File: src/rtl/vbi_pkg.sv
package vbi_pkg;

    localparam int unsigned CFG_W   = 32;
    localparam int unsigned OFF_W   = 28;
    localparam int unsigned PIX_W   = 12;
    localparam int unsigned ALIGN_W = 3;
    localparam int unsigned EN_BIT  = 28;
    localparam int unsigned HEND_LO = 16;

    typedef enum logic [1:0] {
        SEL_MAIN = 2'd0,
        SEL_ODD  = 2'd1,
        SEL_HWIN = 2'd2,
        SEL_NONE = 2'd3
    } cfg_sel_e;

    typedef struct packed {
        logic             en;
        logic [OFF_W-1:0] even_off;
        logic [OFF_W-1:0] odd_off;
        logic [PIX_W-1:0] h_start;
        logic [PIX_W-1:0] h_end;
    } vbi_cfg_t;

    function automatic logic [OFF_W-1:0] align_off(input logic [OFF_W-1:0] raw);
        return {raw[OFF_W-1:ALIGN_W], {ALIGN_W{1'b0}}};
    endfunction

endpackage

File: src/rtl/vbi_addr_sel.sv
module vbi_addr_sel
    import vbi_pkg::*;
(
    input  logic [OFF_W-1:0] even_off,
    input  logic [OFF_W-1:0] odd_off,
    input  logic             field_odd,
    input  logic             interlace_en,
    output logic [OFF_W-1:0] sel_off
);

    logic use_odd;

    always_comb begin
        use_odd = interlace_en & field_odd;
        sel_off = use_odd ? odd_off : even_off;
    end

endmodule

File: src/rtl/vbi_cfg_regs.sv
module vbi_cfg_regs
    import vbi_pkg::*;
(
    input  logic             clk,
    input  logic             rst_n,
    input  logic             cfg_we,
    input  logic [1:0]       cfg_sel,
    input  logic [CFG_W-1:0] cfg_wdata,
    output logic [CFG_W-1:0] cfg_rdata,
    input  logic             field_start,
    input  logic             field_odd,
    input  logic             interlace_en,
    output vbi_cfg_t         act_cfg,
    output logic [OFF_W-1:0] fetch_addr
);

    localparam int unsigned HEND_HI = HEND_LO + PIX_W - 1;

    typedef struct packed {
        vbi_cfg_t         shadow;
        vbi_cfg_t         active;
        logic [OFF_W-1:0] fetch;
    } regs_t;

    regs_t            st_d, st_q;
    logic [OFF_W-1:0] commit_off;
    cfg_sel_e         sel;

    assign sel = cfg_sel_e'(cfg_sel);

    vbi_addr_sel u_addr_sel (
        .even_off     (st_q.shadow.even_off),
        .odd_off      (st_q.shadow.odd_off),
        .field_odd    (field_odd),
        .interlace_en (interlace_en),
        .sel_off      (commit_off)
    );

    always_comb begin
        st_d = st_q;
        if (field_start) begin
            st_d.active = st_q.shadow;
            st_d.fetch  = commit_off;
        end
        if (cfg_we) begin
            unique case (sel)
                SEL_MAIN: begin
                    st_d.shadow.en       = cfg_wdata[EN_BIT];
                    st_d.shadow.even_off = align_off(cfg_wdata[OFF_W-1:0]);
                end
                SEL_ODD: begin
                    st_d.shadow.odd_off  = align_off(cfg_wdata[OFF_W-1:0]);
                end
                SEL_HWIN: begin
                    st_d.shadow.h_start  = cfg_wdata[PIX_W-1:0];
                    st_d.shadow.h_end    = cfg_wdata[HEND_HI:HEND_LO];
                end
                default: ;
            endcase
        end
    end

    always_ff @(posedge clk) begin
        if (!rst_n) begin
            st_q <= '0;
        end else begin
            st_q <= st_d;
        end
    end

    always_comb begin
        cfg_rdata = '0;
        unique case (sel)
            SEL_MAIN: begin
                cfg_rdata[EN_BIT]      = st_q.shadow.en;
                cfg_rdata[OFF_W-1:0]   = st_q.shadow.even_off;
            end
            SEL_ODD: begin
                cfg_rdata[OFF_W-1:0]   = st_q.shadow.odd_off;
            end
            SEL_HWIN: begin
                cfg_rdata[PIX_W-1:0]       = st_q.shadow.h_start;
                cfg_rdata[HEND_HI:HEND_LO] = st_q.shadow.h_end;
            end
            default: ;
        endcase
    end

    assign act_cfg    = st_q.active;
    assign fetch_addr = st_q.fetch;


    fetch_hold_chk: assert property (@(posedge clk) disable iff (!rst_n)
        !field_start |=> $stable(fetch_addr));


    stage_hold_chk: assert property (@(posedge clk) disable iff (!rst_n)
        !field_start |=> $stable(act_cfg));


    fetch_align_chk: assert property (@(posedge clk) disable iff (!rst_n)
        fetch_addr[ALIGN_W-1:0] == '0);

endmodule

File: src/rtl/vbi_hwin.sv
module vbi_hwin
    import vbi_pkg::*;
#(
    parameter int unsigned DATA_W = 24
) (
    input  vbi_cfg_t          act_cfg,
    input  logic              line_in_vbi,
    input  logic [PIX_W-1:0]  pix_x,
    input  logic [DATA_W-1:0] gfx_data,
    input  logic [DATA_W-1:0] vbi_data,
    output logic              win_on,
    output logic [DATA_W-1:0] pix_out
);

    localparam int unsigned CMP_W = PIX_W + 1;

    logic [CMP_W-1:0] x_ext, lo_bound, hi_bound;
    logic             after_lo, before_hi;

    always_comb begin
        x_ext     = {1'b0, pix_x};
        lo_bound  = {1'b0, act_cfg.h_start} + CMP_W'(1);
        hi_bound  = {1'b0, act_cfg.h_end} + CMP_W'(1);
        after_lo  = x_ext >= lo_bound;
        before_hi = x_ext <= hi_bound;
        win_on    = act_cfg.en & line_in_vbi & after_lo & before_hi;
    end

    for (genvar b = 0; b < DATA_W; b++) begin : g_lane
        assign pix_out[b] = win_on ? vbi_data[b] : gfx_data[b];
    end

endmodule

File: src/rtl/vbi_window_ctrl.sv
module vbi_window_ctrl
    import vbi_pkg::*;
#(
    parameter int unsigned DATA_W = 24
) (
    input  logic              clk,
    input  logic              rst_n,
    input  logic              cfg_we,
    input  logic [1:0]        cfg_sel,
    input  logic [31:0]       cfg_wdata,
    output logic [31:0]       cfg_rdata,
    input  logic              field_start,
    input  logic              field_odd,
    input  logic              interlace_en,
    input  logic              line_in_vbi,
    input  logic [11:0]       pix_x,
    input  logic [DATA_W-1:0] gfx_data,
    input  logic [DATA_W-1:0] vbi_data,
    output logic [DATA_W-1:0] pix_out,
    output logic              vbi_active,
    output logic              vbi_sel,
    output logic [27:0]       fetch_addr
);

    vbi_cfg_t act_cfg;
    logic     win_on;

    vbi_cfg_regs u_regs (
        .clk          (clk),
        .rst_n        (rst_n),
        .cfg_we       (cfg_we),
        .cfg_sel      (cfg_sel),
        .cfg_wdata    (cfg_wdata),
        .cfg_rdata    (cfg_rdata),
        .field_start  (field_start),
        .field_odd    (field_odd),
        .interlace_en (interlace_en),
        .act_cfg      (act_cfg),
        .fetch_addr   (fetch_addr)
    );

    vbi_hwin #(.DATA_W(DATA_W)) u_hwin (
        .act_cfg     (act_cfg),
        .line_in_vbi (line_in_vbi),
        .pix_x       (pix_x),
        .gfx_data    (gfx_data),
        .vbi_data    (vbi_data),
        .win_on      (win_on),
        .pix_out     (pix_out)
    );

    assign vbi_active = win_on;
    assign vbi_sel    = win_on;


    pass_raw_chk: assert property (@(posedge clk) disable iff (!rst_n)
        vbi_sel |-> (pix_out == vbi_data));


    line_gate_chk: assert property (@(posedge clk) disable iff (!rst_n)
        vbi_active |-> line_in_vbi);


    rsvd_zero_chk: assert property (@(posedge clk) disable iff (!rst_n)
        (cfg_sel == 2'd3) |-> (cfg_rdata == 32'd0));


    rd_align_chk: assert property (@(posedge clk) disable iff (!rst_n)
        (cfg_sel != 2'd2) |-> (cfg_rdata[2:0] == 3'd0));

endmodule

File: config.mk
export PLATFORM = sky130hd
export DESIGN_NAME = vbi_window_ctrl
export DESIGN_NICKNAME = d
export VERILOG_FILES = /design/src/rtl/vbi_pkg.sv /design/src/rtl/vbi_addr_sel.sv /design/src/rtl/vbi_cfg_regs.sv /design/src/rtl/vbi_hwin.sv /design/src/rtl/vbi_window_ctrl.sv
export SDC_FILE = /design/constraint.sdc
export NUM_CORES = 1
export LEC_CHECK = 0
export ABC_AREA = 1
export BUFFER_PORTS_ARGS = -buffer_cell sky130_fd_sc_hd__buf_2
export CELL_PAD_IN_SITES_DETAIL_PLACEMENT = 0
export CELL_PAD_IN_SITES_GLOBAL_PLACEMENT = 1
export CORE_MARGIN = 2
export CORE_UTILIZATION = 37
export DETAILED_ROUTE_END_ITERATION = 16
export PLACE_DENSITY = 0.9
export SLEW_MARGIN = 20
export SYNTH_ARGS = -nofsm -noshare
export SYNTH_HDL_FRONTEND = slang
export SYNTH_SLANG_ARGS = --single-unit
File: constraint.sdc
create_clock -name clk -period 3.2 [get_ports clk]
set_input_delay 0.32 -clock clk [delete_from_list [all_inputs] [get_ports clk]]
set_output_delay 0.32 -clock clk [all_outputs]
set_load 0.02 [all_outputs]
==> results.yml, run 1 <==
setup_path:
  cpPeakStageDelay_ns: 0.38
  crit_type: "register to output port"
  rr_worst_depth: 4
  critical_path.cell_chain: "nand3_4 > nor2_4 > inv_2 > nor2_4 > nand4_1 > xor2_1 > ha_1 > nand3_2 > nor3_4 > nand4_1 > nand2_8 > clkbuf_16 > nand4_1 > nand2_1 > buf_6"
  end_kind: "output port"
  critPathBufInv: 3
  cp-start-kind: "register"
  crit_family: "simple AND/OR/NAND/NOR gates"
  crit_fanout: 12
  crit_path_top_delay_cell: "dfxtp_4"
  cp.depth: 15
  required_ns: 2.88
  crit_arrival_ns: 3.01
  cpMostUsedCell: "nand4_1"
synth:
  synth_area_leaders: "dfxtp_1 (38%), o21ai_0 (9.9%), a21oi_1 (8.1%)"
  yosysSeqAreaShare_pct: 38.1
  synth-xor-area-share_pct: 2.27
  synth_mux_area_share_pct: 0
  syn_area_sq_um: 6570
  synth_flop_cell: "dfxtp_1"
  synth_top_family_by_area: "compound AO/OA/AOI/OAI gates"
  ys_top_cells_by_count: "o21ai_0 (130), dfxtp_1 (125), nand2_1 (113), inv_1 (107), a21oi_1 (106)"
  synth_top_area_share_pct: 38.1
  synth-simple-area-share_pct: 17.3
  yosysTopAreaCell: "dfxtp_1"
  synth_fa_ha_area_share_pct: 4.95
  syn_inst: 900
  synth-edff-count: 0
  synth-compound-area-share_pct: 23.9
  ys_warn_count: 0
  synth_seq_cells: 125
  synth.most_common_cell: "o21ai_0"
  ys_async_sr_fraction_pct: 0
  synth_area_per_cell_sq_um: 7.30
  ys_types: 31
worst_hold_path:
  hold_path.class: "primary input to register"
  holdPathStages: 3
final_layout:
  stdcell_count: 1277
  antenna_cells: 0
  area_growth_pct: 30.1
  utilization_pct: 49.3
  fin_nets: 1166
  drive_gt1_share_pct: 27.8
outcome:
  run_status: "finished with violations"
  failed_checks: "negative setup slack"
sta:
  setup_viol: 26
  max-slew-margin-rel_pct: 32.8
  setup_slack_ns: -0.130
  post-route-min-period_ns: 3.33
  period_share_pct: 104
  setup_tns_ns: -2.30
  drv_slew: 0
  clock.fmax_mhz: 300
  tightest_slew_ns: 1.01
  clock_skew_ns: 0.00692
  grt_setup_unrepaired: "true"
  report.final.hold_viol_count: 0
placed_design:
  placed_cells: 1232
  place_ws_ns: 0.0315
  port_buffers: 177
  dp_hpwl_um: 12100
  gp_congestion: 0.813
cts:
  cts_sinks: 125
  clk_pin_slew_ns: 0.06
  cts_buffers: 17
  clock_tree.root_cell: "clkbuf_16"
  cts.htree.levels: 4
  clock_path_buffers: 2
  cts_tree: "yes"
  clk_latency_ns: 0.42
floorplanning:
  fp.dieH_um: 137
  fp.coreArea_sq_um: 17400
  dieArea_sq_um: 18800
  die_x_um: 137
  initial_core_util_pct: 37.9
  io_pins: 187
  fp-row-count: 48
pwr:
  ir_drop_uv: 423
  p_per_area_nw_per_um2: 514
  p_leak_nw: 3.83
routing:
  routedWlPerCell_um: 14.9
  dr.pass1.iters: 5
  drc: 0
  wirelength_um: 19100
  num_vias: 6486
  postRouteAntennaNets: 0
  drt_iter0_drc: 364
  routed_via_density: 5.08
grt:
  grt_start_max_net_pins: 126
  grt_pass1_wl_um: 28500
  antenna_found_initial: 1
  grt_pass1_vias: 5623
  gr-total-overflow: 0
  grt_usage_pct: 19.2
flow_run:
  max-cap-violations: 0
[metrics by stage]
stage | instance area (sq um) | total power, W | hold slack (ns)
after floorplan | 6590 | 0.00218 | 0.440
after global placement | 7430 | 0.00238 | 0.452
after detailed placement | 7430 | 0.00239 | 0.458
after CTS | 8170 | 0.00433 | 0.154
after global routing | 8550 | 0.00458 | 0.181
final | 8550 | 0.00440 | 0.166
[cell usage in the layout (no fill, tap or decap), types with 2 or more instances in the layout]
master / Yosys / routed
o21ai_0: 130 / 130
nand4_1: 29 / 29
nand3_1: 13 / 8
dfxtp_1: 125 / 116
buf_4: 33 / 19
xor2_1: 10 / 10
clkinvlp_4: 0 / 3
and3_1: 2 / 2
conb_1: 1 / 6
ha_1: 26 / 24
dfxtp_2: 0 / 5
clkbuf_16: 0 / 21
nor2_4: 2 / 5
nor2_2: 1 / 2
ha_4: 0 / 2
nand3_4: 2 / 7
a21oi_1: 106 / 106
nor3_1: 7 / 5
nand3_2: 2 / 5
inv_1: 107 / 104
dfxtp_4: 0 / 4
buf_6: 2 / 23
o211ai_1: 25 / 25
inv_2: 2 / 4
o221ai_1: 21 / 21
buf_2: 5 / 151
xnor2_1: 7 / 6
bufinv_16: 0 / 2
clkinv_4: 0 / 2
nor2_1: 64 / 60
nand2_1: 113 / 105
buf_12: 0 / 4
inv_6: 0 / 6
nand2_2: 12 / 19
[cell type report]
class / instances / area [sq um]
Multi-Input combinational cell: 585 / 3400
Clock inverter: 14 / 158
Clock buffer: 18 / 439
Sequential cell: 125 / 2520
Tap cell: 225 / 282
Inverter: 109 / 412
Fill cell: 1702 / 8810
Timing Repair Buffer: 201 / 1340
[routing by layer]
metal / up-vias / GRT usage [%] / routed length [um]
li1: 3289 / - / -
met1: 2944 / 24.9 / 8550
met2: 221 / 31.0 / 8840
met3: 30 / 5.96 / 1420
met4: 2 / 4.81 / 269
met5: - / 0 / 8
[kinds of logic after synthesis]
| kind of cell | count (synthesis) |
|---|---|
| DFF | 125 |
| xor gates and xnor gates | 17 |
| buffers and inverters | 198 |
| AOI/OAI and AO/OA | 284 |
| and+or+nand+nor | 249 |
| other | 1 |
| adders and majority gates | 26 |
[worst paths after layout]
check	from	endpoint	slack, ns
max	u_regs.act_cfg[0]	pix_out[13]	-0.13
min	cfg_wdata[14]	u_regs.st_q[175]	0.17
max reg2reg	u_regs.st_q[144]	u_regs.fetch_addr[11]	2.29
min reg2reg	u_regs.st_q[146]	u_regs.st_q[146]	0.47
[where the power goes]
part | internal, W | switching (W) | total, W | leakage, nW
registers | 0.00164 | 0.0000530 | 0.00170 | 1.03
logic | 0.000304 | 0.000464 | 0.000768 | 2.52
clock network | 0.00118 | 0.000749 | 0.00193 | 0.285
total | 0.00313 | 0.00127 | 0.00440 | 3.83
[worst register-to-register path, stage by stage (launching register included)]
cell,delay [ns]
dfxtp_1,0.31
inv_1,0.06
o21ai_0,0.28
o211ai_1,0.14
inv_1,0.07
[state kept, by name, indices dropped and copies added (netlist names)]
| signal | cells |
|---|---|
| u_regs.act_cfg | 25 |
| u_regs.fetch_addr | 25 |
| u_regs.st_q | 75 |
[what timing repair did]
action                     in CTS  in global routing
resized for setup              23                 78
cloned                          3                  4
setup endpoints to repair      26                 26
hold buffers                    0                  0
pin swaps                       7                 47
buffers inserted                5                  2
Note: power is estimated with default switching activity, not from simulation.
==> inputs of run 2 (changes only) <==
- CORE_MARGIN: 2 -> unset
- PLACE_DENSITY: 0.9 -> unset
- PLACE_DENSITY_LB_ADDON: unset -> 0.1
==> results.yml, run 2 (same netlist as run 1, synthesis figures left out) <==
outcome:
  run_status: "finished with violations"
  failed_checks: "negative setup slack"
floorplanning:
  fp.dieH_um: 135
  fp.coreArea_sq_um: 17300
  dieArea_sq_um: 18300
  io_pins: 187
  initial_core_util_pct: 38.0
  fp-row-count: 48
  die_x_um: 135
setup_path:
  crit_type: "register to output port"
  critical_path.cell_chain: "nand3_4 > nor2_4 > inv_2 > nor2_4 > nand4_1 > xor2_1 > ha_1 > nand3_2 > nor3_4 > nand4_1 > nand2_4 > buf_12 > buf_8 > nand4_1 > nand2_2 > buf_6"
  crit_family: "simple AND/OR/NAND/NOR gates"
  crit_fanout: 6
  cpPeakStageDelay_ns: 0.38
  crit_arrival_ns: 2.94
  crit_path_top_delay_cell: "dfxtp_4"
  end_kind: "output port"
  critPathBufInv: 4
  required_ns: 2.88
  cp-start-kind: "register"
  cpMostUsedCell: "nand4_1"
cts:
  clock_path_buffers: 2
  clk_pin_slew_ns: 0.05
  cts_sinks: 125
  cts_buffers: 17
  clk_latency_ns: 0.41
  clock_tree.root_cell: "clkbuf_16"
  cts_tree: "yes"
  hold_buffers: 0
  cts.htree.levels: 4
worst_hold_path:
  hold_path.class: "primary input to register"
routing:
  wirelength_um: 19600
  dr.pass1.iters: 5
  postRouteAntennaNets: 0
  routed_via_density: 5.00
  drt_iter0_drc: 265
  num_vias: 6504
  drc: 0
  routedWlPerCell_um: 15.0
sta:
  report.final.hold_viol_count: 0
  period_share_pct: 102
  post-route-min-period_ns: 3.26
  grt_setup_unrepaired: "true"
  tightest_slew_ns: 1.09
  max-slew-margin-rel_pct: 27.3
  setup_slack_ns: -0.0585
  whs_ns: 0.173
  clock_skew_ns: 0.00800
  setup_viol: 24
  drv_slew: 0
  clock.fmax_mhz: 307
final_layout:
  top_register: "u_regs.st_q"
  utilization_pct: 51.1
  largest_reg_flops: 75
  stdcell_count: 1302
  fin_nets: 1190
  area_growth_pct: 34.5
  final_cell_mix: "buf_2 (150), o21ai_0 (130), dfxtp_1 (119)"
  final_common_cell: "buf_2"
  drive_gt1_share_pct: 30.5
grt:
  grt_pass1_wl_um: 31000
  gr-total-overflow: 0
  grt_pass1_vias: 6051
  grt_start_max_net_pins: 122
  grt_usage_pct: 21.7
  antenna_found_initial: 1
placed_design:
  dp_hpwl_um: 12600
  gp_congestion: 0.749
  placed_cells: 1238
  place_ws_ns: 0.0343
  port_buffers: 177
pwr:
  p_per_area_nw_per_um2: 504
  ir_drop_uv: 309
  p_leak_nw: 3.99
  power.total_w: 0.00446
flow_run:
  max-cap-violations: 0
run 2: cell types whose count changed in the layout (fill, tap and decap cells not counted), moves of 5 or more:
cell and change:
inv_6 -6, clkbuf_8 +5, buf_6 +5, nand2_1 -11, nand2_2 +9, buf_4 +17
run 2: layer usage:
metal / track usage [%] / share of wire (%)
met2: 36.3 / 48
met4: 6.37 / 0.96
met1: 27.5 / 45
met3: 5.31 / 5.6
met5: 0 / 0
run 2: layout make-up:
| cell class | instances | area (sq um) |
|---|---|---|
| Timing Repair Buffer | 225 | 1560 |
| Sequential cell | 125 | 2520 |
| Multi-Input combinational cell | 585 | 3470 |
| Fill cell | 1755 | 8460 |
| Clock inverter | 6 | 80.1 |
| Antenna cell | 1 | 2.50 |
| Tap cell | 225 | 282 |
| Inverter | 109 | 409 |
| Clock buffer | 26 | 519 |
run 2: worst reg2reg max path, delay by kind of cell (launching register included):
kind	cells	cell delay (ns)
buffers and inverters	2	0.15
DFF	1	0.30
AOI/OAI and AO/OA	2	0.42
run 2: path summary, 6_finish.rpt:
| path | end | slack (ns) | depth (start not counted) | startpoint |
|---|---|---|---|---|
| worst max register to register | u_regs.fetch_addr[11] | 2.28 | 4 | u_regs.st_q[144] |
| worst min-delay path | u_regs.st_q[176] | 0.17 | 3 | cfg_wdata[15] |
| worst max-delay path | pix_out[16] | -0.06 | 16 | u_regs.act_cfg[1] |
| worst min register to register | u_regs.st_q[145] | 0.47 | 2 | u_regs.st_q[145] |
run 2: report_power, final:
part           internal, W  total [W]  switching [W]
clock              0.00127    0.00193       0.000661
sequential         0.00165    0.00170      0.0000508
combinational     0.000353   0.000833       0.000480
run 2: stage by stage:
step	cell area, sq um	setup TNS [ns]
after floorplan	6590	0
after global routing	8830	-5.55
after CTS	8690	-1.70
after global placement	7440	0
final	8840	-0.537
after detailed placement	7440	0
run 2: timing repair:
item | 4_1_cts | 5_1_grt
endpoints found under the setup margin | 26 | 26
setup buffers | 23 | 3
pin swaps | 55 | 44
gates cloned | 6 | 0
resized for setup | 97 | 35
==> inputs of run 3 (changes only) <==
- CORE_UTILIZATION: 37 -> 30
==> results.yml, run 3 (same netlist as run 1, synthesis figures left out) <==
outcome:
  run_status: "finished with violations"
  failed_checks: "negative setup slack"
setup_path:
  cpMostUsedCell: "nand2_2"
  crit_type: "register to output port"
  crit_fanout: 6
  required_ns: 2.88
  crit_arrival_ns: 2.90
  cp-start-kind: "register"
  critical_path.cell_chain: "ha_4 > nand2_4 > nor2_4 > nand3_2 > buf_6 > xor2_2 > ha_1 > nand2_2 > nor2_4 > nand4_1 > nand2_1 > nand2_2 > nand3_4 > buf_6 > nand3_4 > nand2_2 > nand2_2 > buf_6"
  crit_path_top_delay_cell: "dfxtp_4"
  end_kind: "output port"
  critPathBufInv: 3
  crit_family: "simple AND/OR/NAND/NOR gates"
  cpPeakStageDelay_ns: 0.37
sta:
  tightest_slew_ns: 0.779
  grt_setup_unrepaired: "true"
  period_share_pct: 101
  clock.fmax_mhz: 311
  whs_ns: 0.182
  clock_skew_ns: 0.00697
  setup_slack_ns: -0.0181
  max-slew-margin-rel_pct: 48.0
  setup_tns_ns: -0.0849
  drv_slew: 0
  setup_viol: 12
  report.final.hold_viol_count: 0
  post-route-min-period_ns: 3.22
floorplanning:
  fp.dieH_um: 150
  io_pins: 187
  dieArea_sq_um: 22500
  fp-row-count: 53
  initial_core_util_pct: 31.0
  die_x_um: 150
  fp.coreArea_sq_um: 21200
grt:
  grt_start_max_net_pins: 126
  grt_usage_pct: 18.2
  antenna_found_initial: 3
  gr-total-overflow: 0
  grt_pass1_vias: 5798
  grt_pass1_wl_um: 31800
final_layout:
  fillers: 2252
  seq_area_sq_um: 2520
  area_growth_pct: 33.4
  largest_reg_flops: 75
  stdcell_count: 1339
  top_register: "u_regs.st_q"
  multi_input_area_sq_um: 3470
  drive_gt1_share_pct: 30.6
  fin_nets: 1175
  final_cell_mix: "buf_2 (150), o21ai_0 (130), dfxtp_1 (118)"
  final_common_cell: "buf_2"
routing:
  dr.pass1.iters: 4
  drc: 0
  routed_via_density: 4.72
  wirelength_um: 20400
  postRouteAntennaNets: 0
  num_vias: 6323
  routedWlPerCell_um: 15.2
  drt_iter0_drc: 258
cts:
  cts_buffers: 17
  clk_pin_slew_ns: 0.06
  cts_tree: "yes"
  cts.htree.levels: 4
  cts_sinks: 125
  clock_path_buffers: 2
  clk_latency_ns: 0.41
  clock_tree.root_cell: "clkbuf_16"
placed_design:
  gp_congestion: 0.726
  place_ws_ns: 0.0141
  dp_hpwl_um: 13600
  port_buffers: 177
  placed_cells: 1287
flow_run:
  max-cap-violations: 0
pwr:
  p_per_area_nw_per_um2: 513
  p_leak_nw: 3.89
  power.total_w: 0.00450
  ir_drop_uv: 309
worst_hold_path:
  hold_path.class: "primary input to register"
run 3: path summary, 6_finish.rpt:
path	from	to	slack (ns)	depth (start not counted)
hold / removal	cfg_wdata[15]	u_regs.st_q[176]	0.18	3
setup / recovery	u_regs.act_cfg[12]	pix_out[22]	-0.02	18
setup reg to reg	u_regs.st_q[179]	u_regs.fetch_addr[18]	2.34	4
hold reg to reg	u_regs.st_q[148]	u_regs.st_q[148]	0.47	2
run 3: metal layers:
metal	vias up	routed length (um)	track usage, %
li1	3303	-	-
met1	2860	9690	24.1
met2	139	9380	29.2
met3	19	1050	4.48
met4	2	249	4.95
met5	-	8	0
run 3: repair_timing:
item,CTS,global route
gates resized for setup,75,56
setup buffers,11,4
pin swaps,26,43
hold buffers,0,0
setup endpoints to repair,26,26
gates cloned,4,0
run 3: power breakdown:
part / switching [W] / internal (W)
logic: 0.000470 / 0.000303
clock network: 0.000703 / 0.00133
registers: 0.0000500 / 0.00164
total: 0.00122 / 0.00327
run 3: cell type report:
class / instances / share of cell area [%]
timing repair buffer: 210 / 15.7
antenna: 3 / 0.0857
clock buffer: 22 / 5.64
tap: 275 / 3.93
sequential: 125 / 28.8
clock inverter: 10 / 1.54
multi-input combinational: 585 / 39.6
inverter: 109 / 4.67
run 3: through the flow:
step	instance area, sq um	util [%]
floorplan	6590	-
global placement	7540	35.5
detailed placement	7540	35.5
CTS	8580	40.4
global route	8760	41.3
finish	8760	41.3
run 3: worst register-to-register path, cell delays in order, from the launching register on:
cell and delay [ns]:
dfxtp_1 0.32, a21oi_1 0.13, o21ai_0 0.14, o211ai_1 0.12, inv_1 0.05
